--- src/rtl/tick_timer_pkg.sv ---
package tick_timer_pkg;

  // Byte offsets of the registers; software decodes these.
  localparam int OFF_CTRL   = 'h00;
  localparam int OFF_MAX_LO = 'h08;
  localparam int OFF_MAX_HI = 'h0C;
  localparam int OFF_CNT_LO = 'h10;
  localparam int OFF_CNT_HI = 'h14;
  localparam int OFF_DIV    = 'h18;

  // Control bit positions.
  localparam int B_RUN  = 0;
  localparam int B_SHOT = 1;
  localparam int B_IEN  = 8;
  localparam int B_PEND = 15;

  typedef struct packed {
    logic pend;
    logic ien;
    logic shot;
    logic run;
  } tmr_state_t;

endpackage

--- src/rtl/tt_prescale.sv ---
module tt_prescale #(
  parameter int PRE_W = 16
) (
  input  logic             clk,
  input  logic             rst,
  input  logic             active,
  input  logic             restart,
  input  logic [PRE_W-1:0] div,
  output logic             tick
);

  logic [PRE_W-1:0] phase_q;

  // ">=" keeps the divider bounded if the ratio shrinks while running.
  always_comb tick = active && (phase_q >= div);

  always_ff @(posedge clk) begin
    if (rst || restart || !active) begin
      phase_q <= '0;
    end else if (tick) begin
      phase_q <= '0;
    end else begin
      phase_q <= phase_q + PRE_W'(1);
    end
  end

endmodule

--- src/rtl/tt_core.sv ---
module tt_core
  import tick_timer_pkg::*;
#(
  parameter int CNT_W = 32
) (
  input  logic             clk,
  input  logic             rst,
  input  logic             ctrl_we,
  input  logic             wr_run,
  input  logic             wr_shot,
  input  logic             wr_ien,
  input  logic             wr_clr,
  input  logic             tick,
  input  logic [CNT_W-1:0] max_val,
  output tmr_state_t       st,
  output logic [CNT_W-1:0] cnt,
  output logic             active,
  output logic             restart,
  output logic             irq
);

  tmr_state_t       st_q, st_d;
  logic [CNT_W-1:0] cnt_q, cnt_d;
  logic             irq_q;
  logic             wr_go, halt, step, evt;

  always_comb begin
    active  = st_q.run | st_q.shot;
    wr_go   = wr_run | wr_shot;
    restart = ctrl_we && !active && wr_go;
    halt    = ctrl_we && !wr_go;
    step    = active && tick && !halt;
    evt     = step && (cnt_q == max_val);

    st_d.run  = ctrl_we ? wr_run  : st_q.run;
    st_d.shot = (ctrl_we ? wr_shot : st_q.shot) & ~evt;
    st_d.ien  = ctrl_we ? wr_ien  : st_q.ien;
    // Event has priority over a clear on the same edge.
    st_d.pend = (st_q.pend & ~(ctrl_we & wr_clr)) | evt;

    if (restart) begin
      cnt_d = '0;
    end else if (evt) begin
      cnt_d = st_d.run ? '0 : cnt_q;
    end else if (step) begin
      cnt_d = cnt_q + CNT_W'(1);
    end else begin
      cnt_d = cnt_q;
    end
  end

  always_ff @(posedge clk) begin
    if (rst) begin
      st_q  <= '0;
      cnt_q <= '0;
      irq_q <= 1'b0;
    end else begin
      st_q  <= st_d;
      cnt_q <= cnt_d;
      irq_q <= st_d.pend & st_d.ien;
    end
  end

  assign st  = st_q;
  assign cnt = cnt_q;
  assign irq = irq_q;

endmodule

--- src/rtl/tt_regs.sv ---
module tt_regs
  import tick_timer_pkg::*;
#(
  parameter int ADDR_W = 5,
  parameter int BUS_W  = 16,
  parameter int CNT_W  = 32
) (
  input  logic              clk,
  input  logic              rst,
  input  logic              wr_en,
  input  logic              rd_en,
  input  logic [ADDR_W-1:0] addr,
  input  logic [BUS_W-1:0]  wdata,
  input  logic [CNT_W-1:0]  cnt,
  input  tmr_state_t        st,
  output logic              ctrl_we,
  output logic              wr_run,
  output logic              wr_shot,
  output logic              wr_ien,
  output logic              wr_clr,
  output logic [CNT_W-1:0]  max_val,
  output logic [BUS_W-1:0]  div_val,
  output logic [BUS_W-1:0]  rdata
);

  localparam int HALVES = CNT_W / BUS_W;
  localparam logic [ADDR_W-1:0] A_CTRL   = ADDR_W'(OFF_CTRL);
  localparam logic [ADDR_W-1:0] A_MAX_LO = ADDR_W'(OFF_MAX_LO);
  localparam logic [ADDR_W-1:0] A_MAX_HI = ADDR_W'(OFF_MAX_HI);
  localparam logic [ADDR_W-1:0] A_CNT_LO = ADDR_W'(OFF_CNT_LO);
  localparam logic [ADDR_W-1:0] A_CNT_HI = ADDR_W'(OFF_CNT_HI);
  localparam logic [ADDR_W-1:0] A_DIV    = ADDR_W'(OFF_DIV);

  logic [HALVES-1:0][BUS_W-1:0] max_h;
  logic [BUS_W-1:0]             div_q, shadow_q, rdata_q, ctrl_rd;

  always_comb begin
    ctrl_we = wr_en && (addr == A_CTRL);
    wr_run  = wdata[B_RUN];
    wr_shot = wdata[B_SHOT];
    wr_ien  = wdata[B_IEN];
    wr_clr  = wdata[B_PEND];
  end

  // Terminal value: one 16-bit register per half.
  for (genvar h = 0; h < HALVES; h++) begin : g_max
    localparam logic [ADDR_W-1:0] A_HALF = (h == 0) ? A_MAX_LO : A_MAX_HI;
    always_ff @(posedge clk) begin
      if (rst) begin
        max_h[h] <= '0;
      end else if (wr_en && addr == A_HALF) begin
        max_h[h] <= wdata;
      end
    end
  end

  always_ff @(posedge clk) begin
    if (rst) begin
      div_q <= '0;
    end else if (wr_en && addr == A_DIV) begin
      div_q <= wdata;
    end
  end

  always_comb begin
    ctrl_rd         = '0;
    ctrl_rd[B_RUN]  = st.run;
    ctrl_rd[B_SHOT] = st.shot;
    ctrl_rd[B_IEN]  = st.ien;
    ctrl_rd[B_PEND] = st.pend;
  end

  always_ff @(posedge clk) begin
    if (rst) begin
      rdata_q  <= '0;
      shadow_q <= '0;
    end else if (rd_en) begin
      case (addr)
        A_CTRL:   rdata_q <= ctrl_rd;
        A_MAX_LO: rdata_q <= max_h[0];
        A_MAX_HI: rdata_q <= max_h[HALVES-1];
        A_CNT_LO: begin
          rdata_q  <= cnt[BUS_W-1:0];
          shadow_q <= cnt[CNT_W-1:CNT_W-BUS_W];
        end
        A_CNT_HI: rdata_q <= shadow_q;
        A_DIV:    rdata_q <= div_q;
        default:  rdata_q <= '0;
      endcase
    end
  end

  assign max_val = max_h;
  assign div_val = div_q;
  assign rdata   = rdata_q;

endmodule

--- src/rtl/tick_timer.sv ---
module tick_timer
  import tick_timer_pkg::*;
#(
  parameter int ADDR_W = 5,
  parameter int BUS_W  = 16
) (
  input  logic              clk,
  input  logic              rst,
  input  logic              wr_en,
  input  logic              rd_en,
  input  logic [ADDR_W-1:0] addr,
  input  logic [BUS_W-1:0]  wdata,
  output logic [BUS_W-1:0]  rdata,
  output logic              irq
);

  localparam int CNT_W = 2 * BUS_W;

  tmr_state_t       st_w;
  logic [CNT_W-1:0] cnt_w, max_w;
  logic [BUS_W-1:0] div_w;
  logic             ctrl_we, wr_run, wr_shot, wr_ien, wr_clr;
  logic             tick_w, active_w, restart_w;

  tt_regs #(.ADDR_W(ADDR_W), .BUS_W(BUS_W), .CNT_W(CNT_W)) u_regs (
    .clk(clk), .rst(rst), .wr_en(wr_en), .rd_en(rd_en), .addr(addr),
    .wdata(wdata), .cnt(cnt_w), .st(st_w), .ctrl_we(ctrl_we),
    .wr_run(wr_run), .wr_shot(wr_shot), .wr_ien(wr_ien), .wr_clr(wr_clr),
    .max_val(max_w), .div_val(div_w), .rdata(rdata)
  );

  tt_prescale #(.PRE_W(BUS_W)) u_pre (
    .clk(clk), .rst(rst), .active(active_w), .restart(restart_w),
    .div(div_w), .tick(tick_w)
  );

  tt_core #(.CNT_W(CNT_W)) u_core (
    .clk(clk), .rst(rst), .ctrl_we(ctrl_we), .wr_run(wr_run),
    .wr_shot(wr_shot), .wr_ien(wr_ien), .wr_clr(wr_clr), .tick(tick_w),
    .max_val(max_w), .st(st_w), .cnt(cnt_w), .active(active_w),
    .restart(restart_w), .irq(irq)
  );

endmodule

--- config.mk ---
export PLATFORM = sky130hd
export DESIGN_NAME = tick_timer
export DESIGN_NICKNAME = d
export VERILOG_FILES = /design/src/rtl/tick_timer_pkg.sv /design/src/rtl/tt_prescale.sv /design/src/rtl/tt_core.sv /design/src/rtl/tt_regs.sv /design/src/rtl/tick_timer.sv
export SDC_FILE = /design/constraint.sdc
export NUM_CORES = 1
export LEC_CHECK = 0
export ABC_AREA = 0
export BUFFER_PORTS_ARGS = -buffer_cell sky130_fd_sc_hd__buf_2
export CAP_MARGIN = 10
export CORE_UTILIZATION = 50
export DETAILED_ROUTE_END_ITERATION = 8
export PLACE_DENSITY = 0.68
export SLEW_MARGIN = 20
export SYNTH_ARGS = -nofsm -noshare
export SYNTH_HDL_FRONTEND = slang
export SYNTH_SLANG_ARGS = --single-unit
--- constraint.sdc ---
create_clock -name clk -period 3.1 [get_ports clk]
set_clock_uncertainty 0.1 [all_clocks]
set_input_delay 0.31 -clock clk [delete_from_list [all_inputs] [get_ports clk]]
set_output_delay 0.31 -clock clk [all_outputs]
set_load 0.005 [all_outputs]
### Word-level counts from Yosys, hierarchy flattened

Index checks and enable logic that the tools add are counted.

* bits of input ports: 25
* logic and storage cells: 60
* output and inout port bits: 17
* register bits: 133

* magnitude comparators: 1
* add/sub/neg operators: 2
* reduce and logical (&&, ||, !) cells: 22
* bitwise operators: 9
* equal/unequal tests: 7
* mux-type cells: 7

Operators with widths (number)
* $mux 32: 3
* $pmux 16 s6: 1
* $add 32x1->32 const B: 1
* $eq 32x32->1: 1
* $add 16x1->16 const B: 1
* $ge 16x16->1: 1
* $eq 5x5->1 const B: 3
* $logic_and 1x1->1: 11
* $eq 5x4->1 const B: 2
* $logic_not 5->1: 1
* $and 1x1->1: 4
* $reduce_and 2->1: 2
* $reduce_or 2->1: 2
* $logic_not 1->1: 3
* $mux 1: 3
* $or 1x1->1: 3
* $logic_or 1x1->1: 2
* $ne 2x1->1 const B: 1
* $not 1->1: 2
* $reduce_bool 2->1: 1

### Longest topological paths before layout

Gate-level depths: netlist (run 1).

* word-level depth: 8
* mapped depth: 10
* mapped depth without buffers: 8

### Hierarchy

A second synthesis (run 1) with hierarchy kept.

* cell total of the unflattened synthesis: 808
* area, all modules: 7104.3 um^2

Modules (own cells, without submodules)
* tt_regs: times used 1, sequential area each 1601.5 um^2, cells each 405, area an instance 3577.2 um^2
* tt_core: times used 1, sequential area each 740.7 um^2, cells each 273, area an instance 2346.0 um^2
* tt_prescale: times used 1, sequential area each 320.3 um^2, cells each 130, area an instance 1181.1 um^2

### Worst setup path before layout (run 1)

OpenSTA, ideal clock, no wires.

* kind: register to register
* from: register u_pre.phase_q[0]
* to: register u_core.cnt_q[26], in the netlist u_core.cnt[26]
* clock period less this slack: 2437 ps
* path buffers: 2
* arrival time: 2202 ps
* required time: 2865 ps
* setup slack: 663 ps
* stages on the path, launching flop included: 11
* setup time: 135 ps
* cells stage by stage: dfxtp_1 -> inv_1 -> ha_1 -> nand2b_1 -> a2111o_1 -> a311o_1 -> o21a_1 -> buf_2 -> buf_6 -> nand4b_1 -> o221ai_1

* cells in the longest elaborated chain, start to end: 7
* elaborated cells on any way between the ends: 9
* those cells by class: order compare: 1; eq/ne: 1; mux: 1; reduce/logical: 6

RTL lines
* start, declared: line tt_prescale.sv:12 `logic [PRE_W-1:0] phase_q;`
* start signal, assigned: line tt_prescale.sv:23 `phase_q <= phase_q + PRE_W'(1);`
* $ge 16x16->1 *: line tt_prescale.sv:15 `always_comb tick = active && (phase_q >= div);`
* $logic_and 1x1->1 *: line tt_prescale.sv:15
* $logic_and 1x1->1 * (2 in a row): line tt_core.sv:32 `step = active && tick && !halt;`
* $logic_and 1x1->1: line tt_core.sv:33 `evt = step && (cnt_q == max_val);`
* $ne 2x1->1 (no source line) / $reduce_bool 2->1 (equally long branches)
* $reduce_and 2->1 (no source line)
* end signal, assigned: line tt_core.sv:59 `cnt_q <= cnt_d;`
* end, declared: line tt_core.sv:23 `logic [CNT_W-1:0] cnt_q, cnt_d;`

Mark *: on every way between the ends. The rest lies on a longest branch, timed or not.
A chain may end at the register's enable or synchronous reset.

### Final worst setup path (run 1)

* from: register u_pre.phase_q[0]
* to: register u_pre.phase_q[12]

* cells in the longest elaborated chain, start to end: 3
* elaborated cells on any way between the ends: 4
* those cells by class: add/sub: 1; order compare: 1; reduce/logical: 2

RTL lines (line)
* $ge 16x16->1: tt_prescale.sv:15
* $logic_and 1x1->1: tt_prescale.sv:15
* $reduce_or 2->1 (no source line)

Parallel ways exist; a longest one is shown, timed or not.

==> impl_metrics.ini, run 1 <==
[layout]
drive_above_1_share = 0.1243
fin_util = 0.5805
area_growth_pct = 13.11
fillCellCount = 1217
final_area_mm2 = 0.007717
diodes = 0
stdcell_count = 1061
layout.nets = 915

[worst_setup_path]
end_kind = flop
max_stage_delay_ps = 450
critPathKind = flop to flop
r2r_slack_ps = 150
startpoint_type = flop
crit_required_ps = 3340
crit_path_top_delay_cell = a311o_1
cp_data_arrival_time_ps = 3190
path_delay_family = simple AND/OR/NAND/NOR gates
cp_cell_sequence = inv_1 -> ha_1 -> nand2b_1 -> a2111o_1 -> a311o_1 -> nor2_2 -> nand2_1 -> nor2_1
crit_buf_inv = 1
critPathMaxFanout = 15

[cts]
postCtsSetupBuffers = 0
postCtsHoldBufs = 0
path_clk_slew_ps = 60
ctsResizeCount = 0
cts_tree = built
cts_buffers = 17
clock_sinks = 133
h-tree-depth = 4
clk_latency_ps = 420
cts_buffer_depth = 2
root_buffer = clkbuf_16

[grt]
antenna_found_initial = 0
gr-total-overflow = 0
gr-usage-all-layers = 0.3171
grt_first_pass_wirelength_mm = 34.60
grt_max_degree = 75
grt_pass1_vias = 6482

[synth]
synth_top_flop_cell = dfxtp_1
synth_area_mm2 = 0.006823
synth-seq-cells = 133
synth_edf_count = 0
yosysWarningCount = 0
synthTopCellsByArea = dfxtp_1, a21oi_1, nand2_1
synth_cell_types = 63
synth_area_per_cell_um2 = 8.008
synth_top_cell_area_share = 0.3902
async_reset_ff_frac = 0
synthCells = 852
synth_seq_area_share = 0.3902
yosysTopAreaCell = dfxtp_1
synth_nets = 895

[placed_design]
dp_cells = 1029
hpwlAfterDp_mm = 15.62
placed_area_mm2 = 0.007144
place_congestion = 0.9685
portBuffers = 41

[sta]
tightest_slew_ps = 812.4
hold_viol_final = 0
fin_setup_tns_ps = 0
finalCritPeriodShare = 0.9524
maxSlewHeadroom = 0.4584
hold_ws_ps = 59.33
period_needed_ps = 2952
maxSlewViolCount = 0
fmax_mhz = 338.7
rsz0062_at_grt = false
finalSetupViolCount = 0

[drt]
totalWireLength_mm = 21.54
drt_pre_antenna_iters = 8
met1_length_mm = 8.946
dr.max_layer_used = met4
drc = 0
vias = 6705
wl_per_cell_um = 20.30
dr_wl_met2_mm = 10.01
ant_nets = 0
drt-initial-drc-count = 748
routed_via_density = 6.320
wl_met3_mm = 1.738

[floorplan]
core_area_mm2 = 0.01330
num_rows = 42
die_w_um = 118.8
initial_core_util = 0.5132
die_h_um = 118.8
pin_count = 42
die_area_mm2 = 0.01412

[run_status]
status = complete, no violations

[power]
seqPwrFrac = 0.445
pwr-share-comb = 0.053
p_switching_w = 0.0009709
swShare = 0.2509
power_density_mw_per_mm2 = 501.4
p_leak_nw = 2.565
clockPowerShare = 0.501
ir_drop_v = 0.0003021
internal-power_w = 0.002899

[job]
maxCapViolations = 0

[min_path]
hold_path.class = primary input to flop
registers in the layout (all words and copies together) (netlist names):
name	count
u_core.cnt	32
u_regs.max_val	32
u_pre.phase_q	16
u_regs.div_val	16
u_regs.rdata	16
u_regs.shadow_q	16
u_core.st	4
u_core.irq	1
power by group through the flow:
stage          Clock, W  Sequential (W)  Combinational [W]
2_1_floorplan         0         0.00176           0.000128
3_3_place_gp          0         0.00176           0.000195
3_5_place_dp          0         0.00176           0.000198
4_1_cts         0.00195         0.00172           0.000199
5_1_grt         0.00204         0.00172           0.000220
6_report        0.00194         0.00172           0.000206
stage by stage:
stage	power [W]	setup slack [ps]
2_1_floorplan	0.001887	663.0
3_5_place_dp	0.001960	96.89
5_1_grt	0.003979	29.42
6_report	0.003870	147.6
3_3_place_gp	0.001956	206.5
4_1_cts	0.003871	99.32
worst paths after layout:
| check | startpoint | to | cells after the start |
|---|---|---|---|
| min | wdata[2] | u_regs.max_val[18] | 3 |
| max | u_pre.phase_q[0] | u_pre.phase_q[12] | 8 |
| max reg2reg | u_pre.phase_q[0] | u_pre.phase_q[12] | 8 |
| min reg2reg | u_regs.shadow_q[3] | u_regs.shadow_q[3] | 2 |
worst register-to-register path: stages, from the launching register on:
cell,delay [ps]
dfxtp_1,370
inv_1,60
ha_1,250
nand2b_1,140
a2111o_1,420
a311o_1,450
nor2_2,420
nand2_1,440
nor2_1,230
logic make-up after synthesis:
logic type      count (synthesis)  share of synthesized area
compound gates                199                     0.1900
xor+xnor                       48                    0.06162
fa+ha+maj                      18                    0.03301
buf+inv                        93                    0.05887
flops                         133                     0.3902
mux                            11                    0.01650
simple gates                  350                     0.2498
synth_stat cells, drive strengths merged, types with 6 or more instances:
| cell | number |
|---|---|
| xnor2 | 35 |
| o221ai | 6 |
| or3 | 6 |
| nand3 | 54 |
| inv | 30 |
| a22oi | 10 |
| and3 | 16 |
| and4 | 7 |
| nor4 | 6 |
| ha | 18 |
| mux2i | 9 |
| or4 | 10 |
| o21ai | 12 |
| a21oi | 105 |
| dfxtp | 133 |
| o31ai | 11 |
| nand2b | 7 |
| nor2 | 57 |
| clkbuf | 39 |
| xor2 | 13 |
| a222oi | 16 |
| nand4 | 32 |
| nand2 | 136 |
| buf | 24 |
| nor3 | 9 |
layout make-up:
cell class	count	area, um2	share of cell area
multi-input combinational	626	3766	0.4880
tap	176	220.2	0.02853
clock buffer	18	439.2	0.05691
timing repair buffer	64	390.4	0.05058
sequential	133	2663	0.3450
inverter	30	112.6	0.01459
clock inverter	14	126.4	0.01637
placed cells by master (no fill, tap or decap), types with 9 or more instances in the layout:
master,count
nand2_1,136
dfxtp_1,133
a21oi_1,103
nor2_1,56
nand3_1,53
buf_2,41
xnor2_1,35
nand4_1,32
inv_1,30
buf_4,22
ha_1,18
clkbuf_16,17
and3_1,16
a222oi_1,16
xor2_1,13
o31ai_1,10
or4_1,10
a22oi_1,10
mux2i_1,9
per-layer routing:
metal / vias up / track usage
li1: 3097 / -
met1: 3178 / 0.4065
met2: 370 / 0.5044
met3: 60 / 0.06609
met4: 0 / 0.1606
met5: - / 0
No activity file was read; power rests on OpenSTA's default activity.
==> run 2, diff against run 1 <==
--- a/config.mk
+++ b/config.mk
@@ -10,6 +10,7 @@
 export CAP_MARGIN = 10
 export CORE_UTILIZATION = 50
 export DETAILED_ROUTE_END_ITERATION = 8
+export MAX_ROUTING_LAYER = met4
 export PLACE_DENSITY = 0.68
 export SLEW_MARGIN = 20
 export SYNTH_ARGS = -nofsm -noshare
==> run 2 against run 1 <==
Combinational power increased by 5%; die area unchanged; hold slack worse by 5.9 ps; largest power group unchanged; highest routed layer unchanged.
==> impl_metrics.ini, run 2 (same netlist as run 1, synthesis figures left out) <==
[run_status]
status = complete, no violations

[sta]
fmax_mhz = 341.8
hold_ws_ps = 53.45
maxSlewViolCount = 0
rsz0062_at_grt = false
finalSetupViolCount = 0
hold_viol_final = 0
tightest_slew_ps = 925.7
fin_setup_tns_ps = 0
maxSlewHeadroom = 0.3829
period_needed_ps = 2926
finalCritPeriodShare = 0.9437

[worst_setup_path]
max_stage_delay_ps = 440
startpoint_type = flop
reg2reg_from = u_pre.phase_q[0]
critPathMaxFanout = 14
crit_required_ps = 3320
critPathKind = flop to flop
reg2reg_depth = 9
critPathLaunch = u_pre.phase_q[0]
cp_cell_sequence = inv_1 -> ha_1 -> nand2b_1 -> a2111o_1 -> a311o_1 -> o21ai_4 -> buf_4 -> nor2_1 -> a211oi_1
crit_path_top_delay_cell = a311o_1
r2r_slack_ps = 170
timing.rr.end = u_core.cnt[17]
cp_data_arrival_time_ps = 3150
end_kind = flop

[cts]
path_clk_slew_ps = 60
postCtsSetupBuffers = 0
clock_sinks = 133
h-tree-depth = 4
cts_buffer_depth = 2
cts_buffers = 17
root_buffer = clkbuf_16
clk_latency_ps = 430
cts_tree = built

[grt]
use_met3 = 0.08238
grt.busiest_layer = met2
gr-usage-all-layers = 0.3224
gr-total-overflow = 0
gr-usage-met1 = 0.3915
use_met2 = 0.5040
grt_max_degree = 88
grt_first_pass_wirelength_mm = 34.02
antenna_found_initial = 0
grt_pass1_vias = 6342

[layout]
layout.nets = 919
drive_above_1_share = 0.1271
fin_util = 0.5852
multiInputGateArea_mm2 = 0.003769
area_growth_pct = 14.03
fillCellCount = 1211
diodes = 0
layout.cells.most_common = nand2_1
register_area_mm2 = 0.002663
mostFrequentLayoutCells = nand2_1, dfxtp_1, a21oi_1

[power]
swShare = 0.2373
pwr-share-comb = 0.054
p_leak_nw = 2.599
seqPwrFrac = 0.434
p_switching_w = 0.0009420
power_density_mw_per_mm2 = 510.3
internal-power_w = 0.003028
clockPowerShare = 0.511
ir_drop_v = 0.0003879

[floorplan]
die_h_um = 118.8
num_rows = 42
initial_core_util = 0.5132
pin_count = 42
die_area_mm2 = 0.01412
core_area_mm2 = 0.01330
die_w_um = 118.8

[job]
maxCapViolations = 0

[drt]
ant_nets = 0
wl_per_cell_um = 20.28
drc = 0
drt_pre_antenna_iters = 9
routed_via_density = 6.292
totalWireLength_mm = 21.60
drt-initial-drc-count = 618
vias = 6701

[min_path]
hold_path.class = primary input to flop
whs_path_depth = 3
min-delay-start = wdata[3]
min_to = u_regs.max_val[19]

[placed_design]
place_congestion = 0.9740
hpwlAfterDp_mm = 15.89
portBuffers = 41
run 2: changes by cell type in the layout (fill, tap and decap cells not counted), sizes merged:
cell and delta:
buf +4, bufinv +1, clkbuf +4, clkinv -3, clkinvlp -1, inv -1
run 2: how the worst max path moves through the flow:
stage	endpoint	cells after the start
floorplan	u_core.cnt[26]	10
global placement	u_core.cnt[18]	8
detailed placement	u_core.cnt[26]	7
CTS	u_core.cnt[11]	8
global route	u_core.cnt[17]	9
finish	u_core.cnt[17]	9
run 2: area by class of cell:
class                           count  share of cell area
Tap cell                          176             0.02830
Sequential cell                   133              0.3422
Clock inverter                     10             0.01560
Multi-Input combinational cell    626              0.4844
Timing Repair Buffer               68             0.05404
Inverter                           30             0.01447
Clock buffer                       22             0.06095
run 2: power groups by stage:
stage,combinational (W),clock [W],sequential (W)
after global placement,0.000203,0,0.00176
after detailed placement,0.000207,0,0.00176
final,0.000216,0.00203,0.00172
after CTS,0.000208,0.00206,0.00172
after global routing,0.000229,0.00212,0.00172
after floorplan,0.000128,0,0.00176
run 2: worst max-delay path, delay by kind of cell, from the launching register on:
| family | cells | cell delay [ps] |
|---|---|---|
| AND/OR/NAND/NOR | 2 | 260 |
| buffers and inverters | 2 | 320 |
| AO/OA/AOI/OAI | 4 | 1510 |
| flip-flops | 1 | 370 |
| adder cells (fa/ha/maj) | 1 | 260 |
run 2: per-stage QoR:
step | setup slack, ps | instance area, um2 | cells | power [W]
finish | 174.5 | 7780 | 1065 | 0.003970
global route | 3.553 | 7780 | 1065 | 0.004077
CTS | 161.9 | 7770 | 1065 | 0.003986
detailed placement | 173.7 | 7174 | 1033 | 0.001968
global placement | 289.2 | 7174 | 1033 | 0.001964
floorplan | 663.0 | 6823 | 852 | 0.001887
run 2: routing by layer:
metal	vias up	share of wire
li1	3112	-
met1	3180	0.40
met5	-	0
met3	45	0.089
met4	0	0.035
met2	364	0.47
run 2: what timing repair did:
action | 4_1_cts | 5_1_grt
setup endpoints to repair | 0 | 3
hold buffers | 0 | 0
gates resized for setup | 0 | 2
